$ cat src/rtl/region_attr_pkg.sv
package region_attr_pkg;

  localparam int CACHE_POS = 0;
  localparam int PREF_POS  = 3;

  typedef struct packed {
    logic pref;
    logic cache;
  } attr_t;

  function automatic logic [31:0] pack_word(input attr_t a);
    logic [31:0] w;
    w = '0;
    w[CACHE_POS] = a.cache;
    w[PREF_POS]  = a.pref;
    return w;
  endfunction

  function automatic attr_t unpack_word(input logic [31:0] w);
    attr_t a;
    a.cache = w[CACHE_POS];
    a.pref  = w[PREF_POS];
    return a;
  endfunction

endpackage

$ cat src/rtl/region_attr_decode.sv
module region_attr_decode #(
  parameter int CFG_ADDR_W = 16,
  parameter int IDX_W      = 8,
  parameter int RO_COUNT   = 16
) (
  input  logic [CFG_ADDR_W-1:0] addr,
  output logic [IDX_W-1:0]      idx,
  output logic                  in_window,
  output logic                  writable
);

  localparam int WORD_LSB = 2;
  localparam int TOP_LSB  = IDX_W + WORD_LSB;

  assign idx = addr[TOP_LSB-1:WORD_LSB];

  generate
    if (CFG_ADDR_W > TOP_LSB) begin : g_upper
      assign in_window = (addr[CFG_ADDR_W-1:TOP_LSB] == '0);
    end else begin : g_full
      assign in_window = 1'b1;
    end
  endgenerate

  assign writable = in_window && (int'(idx) >= RO_COUNT);

endmodule

$ cat src/rtl/region_attr_bank.sv
module region_attr_bank
  import region_attr_pkg::*;
#(
  parameter int IDX_W    = 8,
  parameter int RO_COUNT = 16
) (
  input  logic                  clk,
  input  logic                  rst,
  input  logic                  wr_en,
  input  logic [IDX_W-1:0]      wr_idx,
  input  attr_t                 wr_attr,
  output logic [(1<<IDX_W)-1:0] cache_vec,
  output logic [(1<<IDX_W)-1:0] pref_vec
);

  localparam int ENTRIES = 1 << IDX_W;

  logic [ENTRIES-1:0] cache_q;
  logic [ENTRIES-1:0] pref_q;

  always_ff @(posedge clk) begin
    if (rst) begin
      cache_q <= '0;
      pref_q  <= '0;
    end else if (wr_en) begin
      cache_q[wr_idx] <= wr_attr.cache;
      pref_q[wr_idx]  <= wr_attr.pref;
    end
  end

  for (genvar i = 0; i < ENTRIES; i++) begin : g_entry
    if (i < RO_COUNT) begin : g_ro
      assign cache_vec[i] = 1'b0;
      assign pref_vec[i]  = 1'b0;
    end else begin : g_rw
      assign cache_vec[i] = cache_q[i];
      assign pref_vec[i]  = pref_q[i];
    end
  end

endmodule

$ cat src/rtl/region_attr_lookup.sv
module region_attr_lookup #(
  parameter int ADDR_W = 32,
  parameter int IDX_W  = 8
) (
  input  logic [ADDR_W-1:0]     addr,
  input  logic [(1<<IDX_W)-1:0] cache_vec,
  input  logic [(1<<IDX_W)-1:0] pref_vec,
  output logic                  cacheable,
  output logic                  prefetchable
);

  logic [IDX_W-1:0] region;

  assign region       = addr[ADDR_W-1 -: IDX_W];
  assign cacheable    = cache_vec[region];
  assign prefetchable = pref_vec[region];

endmodule

$ cat src/rtl/region_attr_table.sv
module region_attr_table
  import region_attr_pkg::*;
#(
  parameter int ADDR_W       = 32,
  parameter int REGION_SHIFT = 24,
  parameter int CFG_ADDR_W   = 16,
  parameter int RO_COUNT     = 16
) (
  input  logic                  clk,
  input  logic                  rst,
  input  logic                  cfg_wr_en,
  input  logic                  cfg_rd_en,
  input  logic [CFG_ADDR_W-1:0] cfg_addr,
  input  logic [31:0]           cfg_wdata,
  output logic [31:0]           cfg_rdata,
  input  logic [ADDR_W-1:0]     lk_addr,
  output logic                  lk_cacheable,
  output logic                  lk_prefetchable
);

  localparam int IDX_W   = ADDR_W - REGION_SHIFT;
  localparam int ENTRIES = 1 << IDX_W;

  logic [IDX_W-1:0]   acc_idx;
  logic               acc_in_window;
  logic               acc_writable;
  logic [ENTRIES-1:0] cache_vec;
  logic [ENTRIES-1:0] pref_vec;
  attr_t              rd_attr;

  region_attr_decode #(
    .CFG_ADDR_W(CFG_ADDR_W),
    .IDX_W     (IDX_W),
    .RO_COUNT  (RO_COUNT)
  ) u_decode (
    .addr     (cfg_addr),
    .idx      (acc_idx),
    .in_window(acc_in_window),
    .writable (acc_writable)
  );

  region_attr_bank #(
    .IDX_W   (IDX_W),
    .RO_COUNT(RO_COUNT)
  ) u_bank (
    .clk      (clk),
    .rst      (rst),
    .wr_en    (cfg_wr_en && acc_writable),
    .wr_idx   (acc_idx),
    .wr_attr  (unpack_word(cfg_wdata)),
    .cache_vec(cache_vec),
    .pref_vec (pref_vec)
  );

  region_attr_lookup #(
    .ADDR_W(ADDR_W),
    .IDX_W (IDX_W)
  ) u_lookup (
    .addr        (lk_addr),
    .cache_vec   (cache_vec),
    .pref_vec    (pref_vec),
    .cacheable   (lk_cacheable),
    .prefetchable(lk_prefetchable)
  );

  always_comb begin
    rd_attr.cache = cache_vec[acc_idx] & acc_in_window;
    rd_attr.pref  = pref_vec[acc_idx] & acc_in_window;
  end

  always_ff @(posedge clk) begin
    if (rst) begin
      cfg_rdata <= '0;
    end else if (cfg_rd_en) begin
      cfg_rdata <= pack_word(rd_attr);
    end
  end

endmodule

$ cat config.mk
export PLATFORM = sky130hd
export DESIGN_NAME = region_attr_table
export DESIGN_NICKNAME = d
export VERILOG_FILES = /design/src/rtl/region_attr_pkg.sv /design/src/rtl/region_attr_decode.sv /design/src/rtl/region_attr_bank.sv /design/src/rtl/region_attr_lookup.sv /design/src/rtl/region_attr_table.sv
export SDC_FILE = /design/constraint.sdc
export NUM_CORES = 1
export LEC_CHECK = 0
export CAP_MARGIN = 30
export CORE_ASPECT_RATIO = 0.6
export CORE_MARGIN = 10
export CORE_UTILIZATION = 60
export CTS_CLUSTER_DIAMETER = 100
export DETAILED_ROUTE_END_ITERATION = 8
export DONT_BUFFER_PORTS = 1
export HOLD_SLACK_MARGIN = 0.1
export PLACE_DENSITY = 0.79
export SYNTH_ARGS = -nofsm -noshare
export SYNTH_HDL_FRONTEND = slang
export SYNTH_SLANG_ARGS = --single-unit
$ cat constraint.sdc
create_clock -name clk -period 5 [get_ports clk]
set_input_delay 1 -clock clk [delete_from_list [all_inputs] [get_ports clk]]
set_output_delay 1 -clock clk [all_outputs]
set_load 0.01 [all_outputs]
==> key figures, run 1 <==
Route
  – Average wire per standard cell: 24.06 microns
  – Initial DRT Pass Iterations: 6
  – Routed Antenna Nets: 0
  – First DRT Iteration DRCs: 4141
  – # DRC: 0
  – Vias: 24181
  – DR vias/cell: 7.013
  – Routed WL: 82950 microns

Power and ir drop
  – Total power: 0.007857 W
  – Leak: 8.362 nW
  – PwrDens: 282.3 nW/um^2
  – VDD IR max: 333.7 uV

Setup path
  – Flop-to-flop setup slack: 2.52 ns
  – CP Launch Type: primary input
  – Worst setup path category: in2out
  – Crit. End Element: primary output
  – Required @ worst endpoint: 4.00 ns
  – WP data arrival: 3.49 ns
  – Max Fanout on Critical Path: 112

Clock tree
  – Hold_buf cts: 0
  – Total CTS buffers: 45
  – Longest Clk Path Bufs: 3
  – CTS sink cnt: 482
  – Worst-Skew Late Latency: 0.58 ns
  – CTS root buf: clkbuf_16
  – Post-CTS Resized: 0
  – Htree depth: 2
  – Clock tree from TritonCTS: done
  – Postcts setup bufs: 0
  – Clk slew on worst S/H paths: 0.06 ns

Die
  – Die Wd: 291.3 microns
  – Ports: 118
  – Die ar.: 53250 sq um
  – Starting density of the core: 60.95%
  – Die Ht: 182.8 microns
  – Core Footprint: 43480 sq um
  – Num rows: 59

Timing
  – Final setup fails: 0
  – Actual slew at the worst max-slew pin: 1.227 ns
  – Setup TNS: 0 ns
  – Hold Fails Final Rpt: 0
  – RSZ-0062 raised after global routing: false
  – Final Slew Violations: 0
  – Fmax: 222.6 MHz
  – Setup ws final: 0.5069 ns
  – Clock skew: 0.02208 ns
  – Final worst path period share: 89.86%
  – Max_slew headroom: 18.21%
  – Tmin final: 4.493 ns

Yosys
  – FF+latch count, synth: 482
  – Post-synthesis xor/xnor area fraction: 0%
  – Synth Area in Simple Gates: 15.35%
  – Largest family of logic cells by synthesized area: multiplexers
  – Avg Cell Area, Syn: 8.633 sq um
  – Main synth FF type: dfxtp_1
  – Post-synth EDFFs: 0
  – Compound-cell area share of the yosys netlist: 18.38%
  – Unique masters post-synth: 44
  – Yosys warns: 0
  – Post-Syn Area: 26500 sq um
  – Post-synthesis adder-cell area fraction: 0%
  – Sequential share of the synthesized area: 36.41%
  – Mapped Cells: 3070
  – Asr flop ratio synth: 0%
  – Multiplexer share of the synthesized area: 23.87%

Global routing
  – Total gr overflow: 0
  – Largest net degree at the start of global routing: 483
  – First-pass GRT wire length: 127200 microns
  – GRT Overall Usage: 29.54%
  – Vias in the first global route: 22466
  – Initial antenna violation count: 2

Run
  – Max-cap check violation count: 0

Place
  – Dpl ws: 0.6889 ns
  – Port Buf Inserts: 0
  – Dpl hpwl: 49020 microns
  – GP Congestion: 0.8726

Worst hold path
  – Hold Path Class: reg2reg

Layout
  – Share of cells above drive strength 1: 13.88%
  – Layout area overhead: 4.999%
  – # nets final: 2921

Outcome
  – Status: finished, final reports clean
layout make-up:
type	count	area [sq um]
diodes	1	2.502
clock inverters	17	280.3
flip-flops and latches	482	9649
repair buffers	55	446.7
inverters	1	3.754
clock buffers	61	1299
well taps	579	724.4
fillers	3413	15650
multi-input cells	2252	15420
routing by layer:
| layer | global-route usage [%] | vias to the layer above | share of wire [%] |
|---|---|---|---|
| met5 | 0 | - | 0.045 |
| met4 | 10.66 | 4 | 3.6 |
| met3 | 9.047 | 270 | 15 |
| met2 | 43.96 | 1821 | 43 |
| met1 | 40.27 | 11570 | 38 |
| li1 | - | 10516 | - |
per-stage QoR:
step	hold slack, ns	instance area, sq um	utilization (%)	instances
4_1_cts	0.4596	27780	63.89	3442
5_1_grt	0.4823	27830	64.00	3447
6_report	0.4603	27830	64.00	3448
2_1_floorplan	0.4385	26610	-	3099
3_5_place_dp	0.4528	26200	60.26	3364
3_3_place_gp	0.4448	26120	60.06	3356
where the power goes:
| group | leakage, nW | internal, W | switching, W | total [W] |
|---|---|---|---|---|
| Clock | 0.772 | 0.00218 | 0.00156 | 0.00375 |
| Sequential | 3.88 | 0.00384 | 0.000000160 | 0.00384 |
| Combinational | 3.71 | 0.000126 | 0.000148 | 0.000274 |
| Total | 8.36 | 0.00615 | 0.00171 | 0.00786 |
Yosys cell counts, types with 5 or more instances:
cell type / count / area (sq um)
a2111oi_0: 6 / 52.55
a211oi_1: 6 / 45.04
a21oi_1: 496 / 2482
a221oi_1: 12 / 105.1
a22oi_1: 33 / 247.7
buf_1: 27 / 101.4
buf_2: 42 / 210.2
buf_4: 35 / 262.8
clkbuf_1: 257 / 964.7
dfxtp_1: 482 / 9649
mux2_2: 6 / 67.56
mux2i_1: 38 / 380.4
mux4_1: 6 / 157.7
mux4_2: 254 / 5720
nand2_1: 580 / 2177
nand2b_1: 13 / 81.33
nand3_1: 137 / 685.7
nor2_1: 207 / 777.0
nor2b_1: 20 / 125.1
nor3_1: 12 / 60.06
nor4_1: 5 / 31.28
o21ai_0: 356 / 1782
cell families after synthesis:
| logic type | Yosys count |
|---|---|
| simple gates | 991 |
| compound gates | 927 |
| flops | 482 |
| buf+inv | 365 |
| mux | 304 |
| other cells | 1 |
critical path, cell delays in order:
cell	delay, ns
mux4_1	0.59
mux4_2	0.47
mux2_2	0.31
a221oi_1	0.76
nor4_1	0.30
state kept, by name, indices dropped and copies added, names as in the netlist:
name            count
u_bank.pref_q     240
u_bank.cache_q    240
cfg_rdata           2
layout by cell type, fill, tap and decap left out, types with 2 or more instances in the layout:
cell type	synthesis	final
mux2_2	6	6
mux4_1	6	6
and4b_1	4	4
a21oi_1	496	496
buf_4	35	46
buf_6	1	9
o211ai_1	2	2
a211o_1	2	2
a22oi_1	33	33
mux2i_1	38	38
nor4_1	5	4
a221oi_1	12	12
conb_1	1	30
nor3_2	0	6
nor2_1	207	206
a2111oi_0	6	6
o311ai_0	2	2
clkbuf_16	0	47
nor3_1	12	6
dfxtp_1	482	482
clkinv_2	0	6
nor2b_1	20	18
mux4_2	254	254
and2_1	4	4
clkbuf_8	0	7
nor2b_2	0	2
o221ai_1	3	3
nand3b_1	3	3
o21ai_0	356	356
o41ai_1	2	2
a211oi_1	6	6
bufinv_16	0	7
nand2b_1	13	13
nand3_1	137	137
nand2_1	580	580
clkbuf_1	257	7
clkinvlp_4	0	2
a22o_1	4	4
path summary, 6_finish.rpt:
kind	startpoint	end	cells past startpoint
worst max-delay path	lk_addr[24]	lk_prefetchable	5
worst min-delay path	u_bank.cache_q[166]	u_bank.cache_q[166]	2
worst min register to register	u_bank.cache_q[166]	u_bank.cache_q[166]	2
worst max register to register	u_bank.pref_q[134]	cfg_rdata[3]	6
No activity file was read; power rests on OpenSTA's default activity.
==> run 2, diff against run 1 <==
Clock period 5 ns to 5.2 ns, I/O delays scaled along.
==> key figures, run 2 (same netlist as run 1, synthesis figures left out) <==
Setup path
  – Crit. End Element: primary output
  – CP Launch Type: primary input
  – Required @ worst endpoint: 4.16 ns (+0.16 ns)
  – Max Fanout on Critical Path: 112 (unchanged)
  – WP data arrival: 3.56 ns (+0.07 ns)
  – Worst setup path category: in2out
  – FF-to-FF path depth: 6 (unchanged)

Timing
  – Hold Fails Final Rpt: 0 (unchanged)
  – Final Slew Violations: 256 (+256)
  – RSZ-0062 raised after global routing: false
  – Clock skew: 0.03856 ns (+0.01649 ns)
  – Actual slew at the worst max-slew pin: 1.950 ns (+0.7227 ns)
  – Setup TNS: 0 ns (unchanged)
  – Final setup fails: 0 (unchanged)
  – Max_slew headroom: -29.97% (-48 points)
  – Fmax: 217.3 MHz
  – Final worst path period share: 88.51%
  – WHS: 0.4692 ns (+0.008875 ns)
  – Setup ws final: 0.5975 ns (+0.09060 ns)
  – Tmin final: 4.603 ns

Route
  – DR vias/cell: 7.010 (about the same)
  – Average wire per standard cell: 24.16 microns (+0.45%)
  – Initial DRT Pass Iterations: 7 (+1)
  – First DRT Iteration DRCs: 4550 (+9.9%)
  – Routed Antenna Nets: 0 (unchanged)
  – # DRC: 0 (unchanged)
  – Routed WL: 83370 microns (+0.51%)
  – Vias: 24183 (+0.0083%)

Power and ir drop
  – VDD IR max: 344.8 uV (+3.3%)
  – Leak: 8.372 nW (+0.13%)
  – Total power: 0.007618 W (-3.0%)
  – PwrDens: 273.4 nW/um^2 (-3.2%)

Worst hold path
  – Number of cells on the worst hold path: 2 (unchanged)
  – Hold Path Class: reg2reg

Layout
  – Most frequent cells in the layout: nand2_1 (577), a21oi_1 (496), dfxtp_1 (482), o21ai_0 (356), mux4_2 (254)
  – # fillers: 3350 (-1.8%)
  – # nets final: 2918 (-0.10%)
  – Util after Layout: 64.08% (+0.075 points)
  – Layout area overhead: 5.122%
  – Regs by FF count: u_bank.cache_q: 240 flops, u_bank.pref_q: 240 flops, cfg_rdata: 2 flops
  – Commonest non-fill, non-tap cell in the layout: nand2_1
  – Share of cells above drive strength 1: 14.11% (+0.23 points)

Die
  – Die ar.: 53250 sq um (unchanged)
  – Starting density of the core: 60.95% (unchanged)
  – Die Wd: 291.3 microns (unchanged)
  – Ports: 118 (unchanged)
  – Num rows: 59 (unchanged)
  – Core Footprint: 43480 sq um (unchanged)
  – Die Ht: 182.8 microns (unchanged)

Clock tree
  – Hold_buf cts: 0 (unchanged)
  – Total CTS buffers: 45 (unchanged)
  – CTS sink cnt: 482 (unchanged)
  – Clk slew on worst S/H paths: 0.06 ns (about the same)
  – Htree depth: 2 (unchanged)
  – CTS root buf: clkbuf_16
  – Worst-Skew Late Latency: 0.59 ns (about the same)
  – Post-CTS Resized: 0 (unchanged)
  – Postcts setup bufs: 0 (unchanged)
  – Clock tree from TritonCTS: done
  – Longest Clk Path Bufs: 3 (unchanged)

Run
  – Max-cap check violation count: 0 (unchanged)

Outcome
  – Failing checks: slew limit
  – Status: complete, but fails checks

Place
  – GP Congestion: 0.8584 (-1.6%)
  – Dpl hpwl: 49110 microns (+0.19%)
  – Dpl ws: 0.8399 ns (+0.1510 ns)
  – Port Buf Inserts: 0 (unchanged)

Global routing
  – First-pass GRT wire length: 127800 microns (+0.46%)
  – Initial antenna violation count: 2 (unchanged)
  – Largest net degree at the start of global routing: 483 (unchanged)
  – Total gr overflow: 0 (unchanged)
  – Vias in the first global route: 22562 (+0.43%)
  – GRT Overall Usage: 29.59% (+0.052 points)
-- run 2: cell count changes in the layout (fill, tap and decap cells not counted) --
cell	change
clkinv_4	+1
nand2_2	+3
clkinv_2	+5
clkbuf_16	-1
buf_6	+2
clkdlybuf4s18_2	+1
bufinv_16	+1
clkinvlp_4	+2
buf_4	-6
inv_6	-1
clkbuf_1	-2
nand2_1	-3
-- run 2: cell type report --
cell class / instances / area, sq um / share of cell area, %
sequential: 482 / 9649 / 34.63
clock buffer: 58 / 1266 / 4.545
inverter: 1 / 3.754 / 0.01347
tap: 579 / 724.4 / 2.600
clock inverter: 25 / 350.3 / 1.257
multi-input combinational: 2252 / 15430 / 55.38
timing repair buffer: 52 / 434.2 / 1.558
antenna: 1 / 2.502 / 0.008982
-- run 2: final timing paths --
| path | from | endpoint | slack [ns] |
|---|---|---|---|
| worst max-delay path | lk_addr[24] | lk_prefetchable | 0.60 |
| worst min-delay path | u_bank.pref_q[225] | u_bank.pref_q[225] | 0.47 |
| worst max register to register | u_bank.cache_q[159] | cfg_rdata[0] | 2.60 |
| worst min register to register | u_bank.pref_q[225] | u_bank.pref_q[225] | 0.47 |
-- run 2: routing by layer --
metal	wire, microns	vias up	global-route usage (%)
met5	0	-	0
met4	3129	0	10.53
met3	12490	276	10.17
met2	36190	1762	44.08
met1	31560	11647	39.67
li1	-	10498	-
-- run 2: critical path, stage by stage --
cell and delay (ns):
mux4_1 0.57, mux4_2 0.48, mux2_2 0.31, a221oi_1 0.81, nor4_1 0.29
-- run 2: through the flow --
step / cell area [sq um] / cells
floorplan: 26610 / 3099
global placement: 26090 / 3352
detailed placement: 26200 / 3362
CTS: 27820 / 3445
global route: 27860 / 3450
finish: 27860 / 3450
-- run 2: power by group --
| group | internal [W] | switching (W) |
|---|---|---|
| registers | 0.00369 | 0.000000149 |
| clock network | 0.00213 | 0.00154 |
| logic | 0.000121 | 0.000142 |
| total | 0.00594 | 0.00168 |
